## src/rtl/pgmap_pkg.sv

```systemverilog
package pgmap_pkg;
    localparam int CA_W      = 16;
    localparam int IDX_W     = 4;
    localparam int OFS_W     = CA_W - IDX_W;
    localparam int N_MAP     = 1 << IDX_W;
    localparam int PAGE_W    = 12;
    localparam int SLOT_W    = 4;
    localparam int PA_W      = 21;
    localparam int NARROW_PG = PA_W - 1 - OFS_W;
    localparam int WIDE_PG   = PA_W - OFS_W;
    localparam int IOB_W     = IDX_W + SLOT_W + 1;
    localparam int CTL_BASE  = N_MAP << SLOT_W;
    localparam int CTL_BITS  = 2;

    typedef logic [PAGE_W-1:0] page_t;

    typedef struct packed {
        logic wide;
        logic map_en;
    } ctl_t;
endpackage

```

## src/rtl/pgmap_table.sv

```systemverilog
module pgmap_table
    import pgmap_pkg::*;
(
    input  logic              clk,
    input  logic              rst,
    input  logic              wr_en,
    input  logic [IDX_W-1:0]  sel_idx,
    input  logic [SLOT_W-1:0] sel_slot,
    input  logic              wr_val,
    output logic              rd_bit,
    input  logic [IDX_W-1:0]  lk_idx,
    output page_t             lk_page
);
    typedef struct packed {
        page_t [N_MAP-1:0] pg;
    } tab_t;

    tab_t tab_d, tab_q;
    logic slot_hit;

    always_comb begin
        slot_hit = (int'(sel_slot) < PAGE_W);
        tab_d    = tab_q;
        if (wr_en && slot_hit) begin
            tab_d.pg[sel_idx][sel_slot] = wr_val;
        end
        rd_bit  = slot_hit ? tab_q.pg[sel_idx][sel_slot] : 1'b0;
        lk_page = tab_q.pg[lk_idx];
    end

    always_ff @(posedge clk) begin
        if (rst) begin
            for (int i = 0; i < N_MAP; i++) begin
                tab_q.pg[i] <= PAGE_W'(i);
            end
        end else begin
            tab_q <= tab_d;
        end
    end


    wr_lands_chk: assert property (@(posedge clk) disable iff (rst)
        (wr_en && slot_hit) ##1 ($stable(sel_idx) && $stable(sel_slot))
        |-> rd_bit == $past(wr_val));


    reserved_slot_chk: assert property (@(posedge clk) disable iff (rst)
        (wr_en && !slot_hit) |=> $stable(tab_q));


    identity_chk: assert property (@(posedge clk) disable iff (rst)
        $fell(rst) |-> lk_page == PAGE_W'(lk_idx));
endmodule

```

## src/rtl/pgmap_ctl.sv

```systemverilog
module pgmap_ctl
    import pgmap_pkg::*;
(
    input  logic clk,
    input  logic rst,
    input  logic wr_en,
    input  logic sel,
    input  logic wr_val,
    output logic rd_bit,
    output ctl_t ctl
);
    ctl_t ctl_d, ctl_q;

    always_comb begin
        ctl_d = ctl_q;
        if (wr_en) begin
            if (sel) ctl_d.wide   = wr_val;
            else     ctl_d.map_en = wr_val;
        end
        rd_bit = sel ? ctl_q.wide : ctl_q.map_en;
        ctl    = ctl_q;
    end

    always_ff @(posedge clk) begin
        if (rst) ctl_q <= '0;
        else     ctl_q <= ctl_d;
    end


    enable_needs_write_chk: assert property (@(posedge clk) disable iff (rst)
        $rose(ctl_q.map_en) |-> $past(wr_en) && !$past(sel));


    ctl_hold_chk: assert property (@(posedge clk) disable iff (rst)
        !wr_en |=> $stable(ctl_q));
endmodule

```

## src/rtl/pgmap_xlate.sv

```systemverilog
module pgmap_xlate
    import pgmap_pkg::*;
(
    input  logic            clk,
    input  logic            rst,
    input  logic [CA_W-1:0] ca,
    input  ctl_t            ctl,
    input  page_t           page,
    output logic [PA_W-1:0] pa
);
    always_comb begin
        if (!ctl.map_en) begin
            pa = PA_W'(ca);
        end else if (!ctl.wide) begin
            pa = {1'b0, page[NARROW_PG-1:0], ca[OFS_W-1:0]};
        end else begin
            pa = {page[WIDE_PG-1:0], ca[OFS_W-1:1], 1'b0};
        end
    end


    bypass_pass_chk: assert property (@(posedge clk) disable iff (rst)
        !ctl.map_en |-> (pa[CA_W-1:0] == ca) && (pa[PA_W-1:CA_W] == '0));


    narrow_ofs_chk: assert property (@(posedge clk) disable iff (rst)
        (ctl.map_en && !ctl.wide) |-> pa[OFS_W-1:0] == ca[OFS_W-1:0] && !pa[PA_W-1]);


    wide_even_chk: assert property (@(posedge clk) disable iff (rst)
        (ctl.map_en && ctl.wide) |-> !pa[0] && pa[OFS_W-1:1] == ca[OFS_W-1:1]);
endmodule

```

## src/rtl/page_mapper.sv

```systemverilog
module page_mapper
    import pgmap_pkg::*;
(
    input  logic             clk,
    input  logic             rst,
    input  logic [CA_W-1:0]  cpu_addr,
    input  logic [IOB_W-1:0] io_bit,
    input  logic             io_wdata,
    input  logic             io_wr,
    output logic             io_rdata,
    output logic [PA_W-1:0]  phys_addr,
    output logic             bypass
);
    logic              in_tab, in_ctl;
    logic              tab_rd, ctl_rd;
    logic [IDX_W-1:0]  sel_idx;
    logic [SLOT_W-1:0] sel_slot;
    page_t             lk_page;
    ctl_t              ctl;

    always_comb begin
        in_tab   = (int'(io_bit) < CTL_BASE);
        in_ctl   = (int'(io_bit) >= CTL_BASE) && (int'(io_bit) < CTL_BASE + CTL_BITS);
        sel_slot = io_bit[SLOT_W-1:0];
        sel_idx  = io_bit[SLOT_W +: IDX_W];
        io_rdata = in_tab ? tab_rd : (in_ctl ? ctl_rd : 1'b0);
        bypass   = !ctl.map_en;
    end

    pgmap_table u_table (
        .clk      (clk),
        .rst      (rst),
        .wr_en    (io_wr && in_tab),
        .sel_idx  (sel_idx),
        .sel_slot (sel_slot),
        .wr_val   (io_wdata),
        .rd_bit   (tab_rd),
        .lk_idx   (cpu_addr[CA_W-1 -: IDX_W]),
        .lk_page  (lk_page)
    );

    pgmap_ctl u_ctl (
        .clk    (clk),
        .rst    (rst),
        .wr_en  (io_wr && in_ctl),
        .sel    (io_bit[0]),
        .wr_val (io_wdata),
        .rd_bit (ctl_rd),
        .ctl    (ctl)
    );

    pgmap_xlate u_xlate (
        .clk  (clk),
        .rst  (rst),
        .ca   (cpu_addr),
        .ctl  (ctl),
        .page (lk_page),
        .pa   (phys_addr)
    );


    reset_bypass_chk: assert property (@(posedge clk)
        $past(rst) |-> bypass);


    reserved_io_chk: assert property (@(posedge clk) disable iff (rst)
        (io_wr && !in_tab && !in_ctl) |=> $stable(bypass));
endmodule

```

## config.mk

```make
export PLATFORM = sky130hd
export DESIGN_NAME = page_mapper
export DESIGN_NICKNAME = d
export VERILOG_FILES = /design/src/rtl/pgmap_pkg.sv /design/src/rtl/pgmap_table.sv /design/src/rtl/pgmap_ctl.sv /design/src/rtl/pgmap_xlate.sv /design/src/rtl/page_mapper.sv
export SDC_FILE = /design/constraint.sdc
export NUM_CORES = 1
export LEC_CHECK = 0
export ABC_AREA = 1
export BUFFER_PORTS_ARGS = -buffer_cell sky130_fd_sc_hd__buf_2
export CAP_MARGIN = 20
export CORE_ASPECT_RATIO = 0.5
export CORE_MARGIN = 4
export CORE_UTILIZATION = 45
export DETAILED_ROUTE_END_ITERATION = 10
export GPL_ROUTABILITY_DRIVEN = 0
export GPL_TIMING_DRIVEN = 0
export REMOVE_ABC_BUFFERS = 1
export SLEW_MARGIN = 20
export SYNTH_ARGS = -nofsm -noshare
export SYNTH_HDL_FRONTEND = slang
export SYNTH_SLANG_ARGS = --single-unit
```

## constraint.sdc

```tcl
create_clock -name clk -period 3.7 [get_ports clk]
set_clock_uncertainty 0.05 [all_clocks]
set_input_delay 0.185 -clock clk [delete_from_list [all_inputs] [get_ports clk]]
set_output_delay 0.185 -clock clk [all_outputs]
set_load 0.005 [all_outputs]
```

==> Word-level counts from Yosys, hierarchy flattened <==
Cells that the tools add are included.
{ "totals": {"regBits": 194, "inputBits": 29, "out_inout_bits": 23, "word_cells": 54} }
{ "op_classes": {"order_cmp": 9, "muxes": 17, "bitwise_logic": 1, "n_reduce_logical": 9} }
{ "ops": {"columns": ["operator", "count"], "rows": [
  ["$bwmux W192", 1],
  ["$bmux W12 S4", 2],
  ["$demux W12 S4", 1],
  ["$mux W21", 2],
  ["$mux W12", 2],
  ["$lt A9 B9 Y1 const B", 2],
  ["$lt A4 B5 Y1 const B", 3],
  ["$ge A9 B9 Y1 const B", 1],
  ["$mux W9", 1],
  ["$ge A4 B1 Y1 const B", 2],
  ["$logic_and A1 B1 Y1", 6],
  ["$mux W1", 6],
  ["$bmux W1 S4", 1],
  ["$demux W1 S4", 1],
  ["$lt A4 B4 Y1 const B", 1],
  ["$reduce_and A2 Y1", 2],
  ["$logic_not A1 Y1", 1],
  ["$not A1 Y1", 1]
]} }

==> Logic depth before layout (Yosys ltp) <==
Gate-level depths: netlist (run 1).
{ "logic_depth": {"ltp_word": 7, "depth_mapped": 17, "ltp_nobuf": 15} }

==> Hierarchy <==
From an unflattened synthesis (run 1), not the netlist that was laid out.
{ "hier_totals": {"hier_cells": 1866, "hier_area_um2": 11586.1} }
{ "modules_own_cells": {"columns": ["module", "instances", "cells_per_inst", "area_each_um2", "seq_area_each_um2"], "rows": [
  ["pgmap_table", 1, 1791, 11198.2, 3843.7],
  ["pgmap_xlate", 1, 37, 193.9, 0.0],
  ["pgmap_ctl", 1, 16, 102.6, 40.0],
  ["page_mapper", 1, 22, 91.3, 0.0]
]} }

==> Worst setup path before layout (run 1) <==
No wires, ideal clock.
{ "synth_path": {"path_kind": "input port to output port", "start": "input io_bit[5]", "end": "output io_rdata", "t_arrival_ns": 1.473, "required_ns": 3.465, "setup_slack_ns": 1.992, "stages": 16, "n_path_buf": 3, "cell_sequence": "buf_4 -> inv_2 -> buf_2 -> buf_1 -> nand2_1 -> nand2_1 -> nand2_1 -> nand2_1 -> nor2_1 -> nor2_1 -> nor2_1 -> nand2_1 -> nand2_1 -> nand3_1 -> nand2_1 -> nand2_1"} }
{ "synth_between": {"elab_chain_cells": 6, "word_cells_on_any_way": 11, "cone_classes": "order compare (3); mux (7); reduce/logical (1)"} }
{ "synth_lines": {"columns": ["item", "line", "text"], "rows": [
  ["from (decl)", "page_mapper.sv:7", "input logic [IOB_W-1:0] io_bit,"],
  ["$bmux W12 S4", "pgmap_table.sv:27", "rd_bit = slot_hit ? tab_q.pg[sel_idx][sel_slot] : 1'b0;"],
  ["$mux W12 (implied by the code)", "pgmap_table.sv:27", null],
  ["$bmux W1 S4", "pgmap_table.sv:27", null],
  ["$mux W1 (implied by the code)", "pgmap_table.sv:27", null],
  ["$mux W1", "pgmap_table.sv:27", null],
  ["$mux W1 (*)", "page_mapper.sv:26", "io_rdata = in_tab ? tab_rd : (in_ctl ? ctl_rd : 1'b0);"],
  ["to (decl)", "page_mapper.sv:10", "output logic io_rdata,"]
]} }
Mark *: on every way between the ends. The rest lies on a longest branch, timed or not. The select of a mux whose other input is x is not followed.

==> Worst setup path in the final report (run 1) <==
{ "layout_path": {"start": "input cpu_addr[13]", "end": "output phys_addr[20]"} }
{ "layout_between": {"elab_chain_cells": 4} }
{ "layout_lines": {"columns": ["item", "line", "text"], "rows": [
  ["from (decl)", "page_mapper.sv:6", "input logic [CA_W-1:0] cpu_addr,"],
  ["$bmux W12 S4", "pgmap_table.sv:28", "lk_page = tab_q.pg[lk_idx];"],
  ["$mux W9 (implied by the code)", "pgmap_table.sv:28", null],
  ["$mux W21", "pgmap_xlate.sv:14", "end else if (!ctl.wide) begin"],
  ["$mux W21", "pgmap_xlate.sv:12", "if (!ctl.map_en) begin"],
  ["to (decl)", "page_mapper.sv:11", "output logic [PA_W-1:0] phys_addr,"]
]} }
No other way between the ends. The select of a mux whose other input is x is not followed.

==> results of run 1 <==
[how the worst max path moves through the flow]
stage / slack, ps / startpoint / depth (start not counted) / endpoint
2_1_floorplan: 1240 / io_bit[4] / 7 / u_table.tab_q[108]$_SDFFE_PP1P_
3_3_place_gp: -3510 / io_bit[4] / 8 / u_table.tab_q[111]$_SDFFE_PP1P_
3_5_place_dp: 50 / io_bit[5] / 9 / u_table.tab_q[35]$_SDFFE_PP0P_
4_1_cts: 370 / cpu_addr[13] / 8 / phys_addr[20]
5_1_grt: 130 / cpu_addr[13] / 8 / phys_addr[20]
6_report: 170 / cpu_addr[13] / 8 / phys_addr[20]
[Yosys cell counts (2+ instances only)]
library cell	number
o311ai_0	30
a311oi_1	56
dfxtp_1	194
buf_1	9
inv_1	122
clkinv_1	3
nor2_4	8
clkbuf_1	93
o2111ai_1	3
buf_6	2
inv_2	25
buf_4	14
nor2_1	105
nor3_1	3
a31oi_1	47
a21oi_1	170
nand2_1	486
nand3_1	52
nor3_2	2
nor2_2	11
nor3_4	2
o21ai_1	4
buf_2	26
o211ai_1	6
o21ai_0	255
o311ai_1	2
[layer usage]
layer,GRT usage (%),part of all wire (%),up-vias
met2,42.3,41,686
met3,8.18,12,67
met4,9.01,1.9,0
met1,44.2,45,5676
li1,-,-,5695
met5,0,0,-
[flip-flops by register name (all words and copies together) (netlist names)]
signal	count
u_ctl.ctl	2
u_table.tab_q	192
[cell families (layout without fill, tap and decap cells)]
family,after synthesis,after routing,share of synthesized area [%]
flip-flops,194,194,34.7
buffers and inverters,294,219,10.8
AND/OR/NAND/NOR,673,673,24.5
multiplexers,1,1,0.0894
AO/OA/AOI/OAI,580,580,30.0
[worst max-delay path, stage by stage]
cell	delay [ps]
buf_2	730
clkinv_2	930
a21oi_1	320
o21ai_0	130
nand3_1	120
nand3_1	240
a211oi_1	410
buf_2	180
[power by group]
part	internal, W	leakage [nW]	switching, W	total (W)
sequential	0.00209	1.56	0.00000117	0.00209
clock	0.00137	0.344	0.000884	0.00226
combinational	0.0000838	2.59	0.000364	0.000448
total	0.00355	4.50	0.00125	0.00480
[area by class of cell]
type	instances	area, um2
Multi-Input combinational cell	1254	6140
Sequential cell	194	3880
Clock buffer	19	453
Inverter	150	584
Tap cell	336	420
Fill cell	2478	12200
Timing Repair Buffer	37	289
Clock inverter	13	254
[what timing repair did]
item | CTS | global route
buffers inserted | 0 | 0
gates resized for setup | 0 | 1
endpoints found under the setup margin | 0 | 15
[per-stage QoR]
step / total power [W] / std cells / area, um2 / TNS (ps)
2_1_floorplan: 0.00234 / 1598 / 10600 / 0
3_3_place_gp: 0.00255 / 1963 / 11100 / -213360
3_5_place_dp: 0.00257 / 1971 / 11300 / 0
4_1_cts: 0.00480 / 2003 / 12000 / 0
5_1_grt: 0.00492 / 2003 / 12000 / 0
6_report: 0.00480 / 2003 / 12000 / 0
==> reports/metrics.csv, run 1 <==
stage,metric,value,unit
outcome,status,completed,
floorplanning,io_pins,52,
clock_network,clock_path_buffers,2,
drt,routed_wl,42100,um
setup_path,cp_max_fo,35,
placement,port_buffers,29,
final_layout,syn_to_final_growth,7.38,%
setup_path,path_class,in -> out,
final_layout,final_common_cell,nand2_1,
synthesis,synth.avg_cell_area,6.43,um2
synthesis,yosysTopAreaCellShare,34.7,%
sta,hold-worst-slack,41.3,ps
synthesis,ys_warn_count,0,
synthesis,synth_edf_count,0,
setup_path,reg2reg_to,u_ctl.ctl[0]$_SDFFE_PP0P_,
synthesis,synth.yosys.seq_area_share,34.7,%
global_route,antenna_found_initial,1,
sta,tightest_slew,1060,ps
clock_network,htreeDepth,4,
drt,drcViolationCount,0,
clock_network,root_buffer,clkbuf_16,
clock_network,clkTransAtPathRegs,70,ps
hold_path,hold_path_class,in -> reg,
final_layout,layout_common_cells,"486 x nand2_1, 255 x o21ai_0, 194 x dfxtp_1",
sta,period_needed,3530,ps
hold_path,hold_depth,3,
floorplanning,coreArea,24200,um2
placement,dp_hpwl,25400,um
setup_path,crit_path_end_kind,primary output,
clock_network,clock-sinks,194,
floorplanning,dieWidth,231,um
floorplanning,rows,40,
global_route,grt_max_degree,101,
floorplanning,die-area,27600,um2
drt,drtAntennaViolNets,0,
sta,min_period_over_period,95.5,%
global_route,grt_remaining_overflow,0,
floorplanning,die_y,120,um
setup_path,cp.arrival,3300,ps
synthesis,ys_types,38,
sta,final_max_slew_viol_count,0,
setup_path,r2r_cells,2,
hold_path,hold-path-endpoint,u_ctl.ctl[0]$_SDFFE_PP0P_,
synthesis,syn_area,11200,um2
pwr,p_leak,4.50,nW
sta,hold_viol_final,0,
drt,vias_per_cell,6.05,
run,cap_viol_max_count,0,
sta,worst_slack,168,ps
global_route,track_usage,29.9,%
drt,wl_per_cell,21.0,um
final_layout,nets,1683,
setup_path,critPathRequiredTime,3460,ps
sta,setup_viol_count_final,0,
pwr,ir_drop,0.000306,V
synthesis,async_reset_ff_share,0,%
synthesis,synthTopCellsByArea,"dfxtp_1 35%, nand2_1 16%, o21ai_0 11%",
placement,pre_cts_ws,45.1,ps
synthesis,synthFlopType,dfxtp_1,
clock_network,postCtsHoldBufs,0,
final_layout,final_core_util,49.6,%
drt,num_vias,12100,
setup_path,start_kind,primary input,
synthesis,synth_cells,1742,
clock_network,cts_tree,yes,
global_route,grt_pass1_vias,10700,
synthesis,synth_top_area_cell,dfxtp_1,
pwr,p_per_area,399,nW/um2
final_layout,diodes,0,
clock_network,numCtsBuffers,17,
setup_path,reg2reg_from,u_ctl.ctl[0]$_SDFFE_PP0P_,
drt,drt-pass1-iter-count,7,
floorplanning,initial_utilization,46.2,%
sta,fmax,283,MHz
sta,maxSlewHeadroom,29.1,%
drt,drt_iter0_drc,1882,
setup_path,r2r_setup_slack,2510,ps
hold_path,worstHoldStart,io_wr,
sta,grt_setup_unrepaired,no,
final_layout,layout-drive-gt1-share,7.80,%
synthesis,yosys_register_bits,194,
clock_network,clk_latency,460,ps
global_route,grt_pass1_wl,63700,um
Note: power is estimated with default switching activity, not from simulation.
==> run 2: changes to the inputs <==
--- a/config.mk
+++ b/config.mk
@@ -10,7 +10,7 @@
 export CAP_MARGIN = 20
 export CORE_ASPECT_RATIO = 0.5
 export CORE_MARGIN = 4
-export CORE_UTILIZATION = 45
+export CORE_UTILIZATION = 35
 export DETAILED_ROUTE_END_ITERATION = 10
 export GPL_ROUTABILITY_DRIVEN = 0
 export GPL_TIMING_DRIVEN = 0
==> run 2 against run 1 <==
- first-iteration DRC count is 26% lower
- clock-buffer cell count stayed put
- worst hold slack got worse by 26 ps
- design area is 0.30% lower
- routed wire length decreased by 7.3%
- sequential power about the same
- register-to-register slack got worse by 120 ps
- combinational power down 3%
- clock power is 20% lower
- via count shrank 3.7%
==> reports/metrics.csv, run 2 (synthesis gave the netlist of run 1 again) <==
stage,metric,value,unit,change
final_layout,regMostFlops,u_table.tab_q,,
sta,period_needed,3110,ps,-419 ps
pwr,ir_drop,0.000200,V,-35%
floorplanning,coreArea,30900,um2,+28%
floorplanning,die-area,35100,um2,+27%
global_route,grt_max_degree,132,,+31%
global_route,grt_pass1_wl,60800,um,-4.6%
final_layout,largest_reg_flops,192,,unchanged
drt,num_vias,11700,,-3.7%
placement,dp_hpwl,23500,um,-7.4%
floorplanning,die_y,134,um,+12%
final_layout,layout-drive-gt1-share,7.67,%,-0.12 points
final_layout,final_common_cell,nand2_1,,
final_layout,layout_common_cells,"486 x nand2_1, 255 x o21ai_0, 194 x dfxtp_1",,
clock_network,clk_latency,460,ps,about the same
clock_network,cts_tree,yes,,
drt,wl_per_cell,18.7,um,-11%
clock_network,htreeDepth,4,,unchanged
sta,fin_setup_tns,0,ps,unchanged
run,cap_viol_max_count,0,,unchanged
sta,hold_viol_final,0,,unchanged
drt,drt_iter0_drc,1400,,-26%
setup_path,crit_path_end_kind,primary output,,
final_layout,multi_input_area,6140,um2,about the same
sta,maxSlewHeadroom,23.9,%,-5.2 points
floorplanning,dieWidth,261,um,+13%
final_layout,syn_to_final_growth,7.05,%,
clock_network,root_buffer,clkbuf_16,,
sta,min_period_over_period,84.1,%,-11 points
global_route,grt_pass1_vias,10600,,-1.3%
setup_path,critPathRequiredTime,3460,ps,about the same
floorplanning,rows,45,,+13%
clock_network,numCtsBuffers,17,,unchanged
hold_path,hold_depth,3,,unchanged
final_layout,nets,1684,,+0.059%
global_route,track_usage,22.0,%,-8.0 points
clock_network,clock-sinks,194,,unchanged
drt,routed_wl,39000,um,-7.3%
hold_path,hold_path_class,in -> reg,,
global_route,antenna_found_initial,0,,-1
clock_network,clock_path_buffers,2,,unchanged
setup_path,path_class,in -> out,,
pwr,p_per_area,362,nW/um2,-9.2%
drt,vias_per_cell,5.58,,-7.8%
sta,final_max_slew_viol_count,0,,unchanged
sta,tightest_slew,1140,ps,+78.8 ps
final_layout,final_core_util,38.8,%,-11 points
setup_path,cp.arrival,2880,ps,-420 ps
global_route,grt_remaining_overflow,0,,unchanged
sta,fmax,321,MHz,+13%
clock_network,postCtsSetupBuffers,0,,unchanged
setup_path,start_kind,primary input,,
pwr,p_leak,4.44,nW,-1.4%
setup_path,r2r_cells,2,,unchanged
drt,drt-pass1-iter-count,5,,-2
final_layout,ff_latch_area,3880,um2,unchanged
outcome,status,completed,,
final_layout,fillers,3323,,+34%
setup_path,cp_max_fo,35,,unchanged
placement,port_buffers,29,,unchanged
sta,grt_setup_unrepaired,no,,
sta,setup_viol_count_final,0,,unchanged
drt,drtAntennaViolNets,0,,unchanged
final_layout,diodes,0,,unchanged
clock_network,clkTransAtPathRegs,70,ps,about the same
drt,drcViolationCount,0,,unchanged
floorplanning,initial_utilization,36.2,%,-10 points
floorplanning,io_pins,52,,unchanged
run 2: cell count changes in the layout (fill, tap and decap cells not counted):
cell | previous run | this run
bufinv_16 | 7 | 1
clkinv_2 | 3 | 6
clkbuf_1 | 0 | 2
clkbuf_8 | 2 | 0
clkinv_4 | 3 | 5
buf_6 | 1 | 2
clkinvlp_4 | 1 | 2
nor2_1 | 100 | 101
nor2_2 | 16 | 15
nor3_2 | 3 | 2
nor3_4 | 3 | 4
run 2: timing repair:
item / in CTS / in global routing
setup endpoints to repair: 0 / 11
hold buffers: 0 / 0
resized for setup: 0 / 1
run 2: routing by layer:
layer | track usage (%) | part of all wire, % | up-vias
met3 | 3.22 | 7.7 | 75
met4 | 8.48 | 2.9 | 0
met1 | 30.4 | 44 | 5372
met2 | 34.8 | 45 | 501
met5 | 0 | 0 | -
li1 | - | - | 5723
run 2: path summary, 6_finish.rpt:
check	slack, ps	end	from
hold / removal	20	u_ctl.ctl[0]$_SDFFE_PP0P_	io_wr
setup / recovery	590	phys_addr[14]	cpu_addr[13]
setup reg to reg	2390	u_ctl.ctl[0]$_SDFFE_PP0P_	u_ctl.ctl[0]$_SDFFE_PP0P_
hold reg to reg	410	u_table.tab_q[153]$_SDFFE_PP0P_	u_table.tab_q[153]$_SDFFE_PP0P_
run 2: critical path, stage by stage:
cell	delay [ps]
buf_2	670
clkinv_2	820
a21oi_1	320
o21ai_0	110
o21ai_0	80
nor3_1	70
o31ai_1	370
inv_1	70
buf_2	130
run 2: layout make-up:
type	instances	share of cell area [%]
tap	423	4.42
multi-input combinational	1254	51.2
inverter	150	4.88
timing repair buffer	38	2.51
clock inverter	13	0.950
sequential	194	32.4
clock buffer	19	3.61
run 2: metrics by stage:
step           setup slack, ps  hold slack [ps]  instance area, um2  power (W)  std cells
2_1_floorplan             1240              213               10600    0.00234       1598
3_3_place_gp             -3380              320               11200    0.00255       2050
4_1_cts                    278            0.873               11900    0.00435       2089
3_5_place_dp              -213              320               11400    0.00256       2057
5_1_grt                    418             31.2               12000    0.00447       2091
6_report                   587             15.6               12000    0.00434       2091
run 2: power breakdown:
part	total, W	internal, W	switching, W
sequential	0.00209	0.00209	0.00000115
clock	0.00181	0.000927	0.000888
combinational	0.000436	0.0000842	0.000351
total	0.00434	0.00310	0.00124
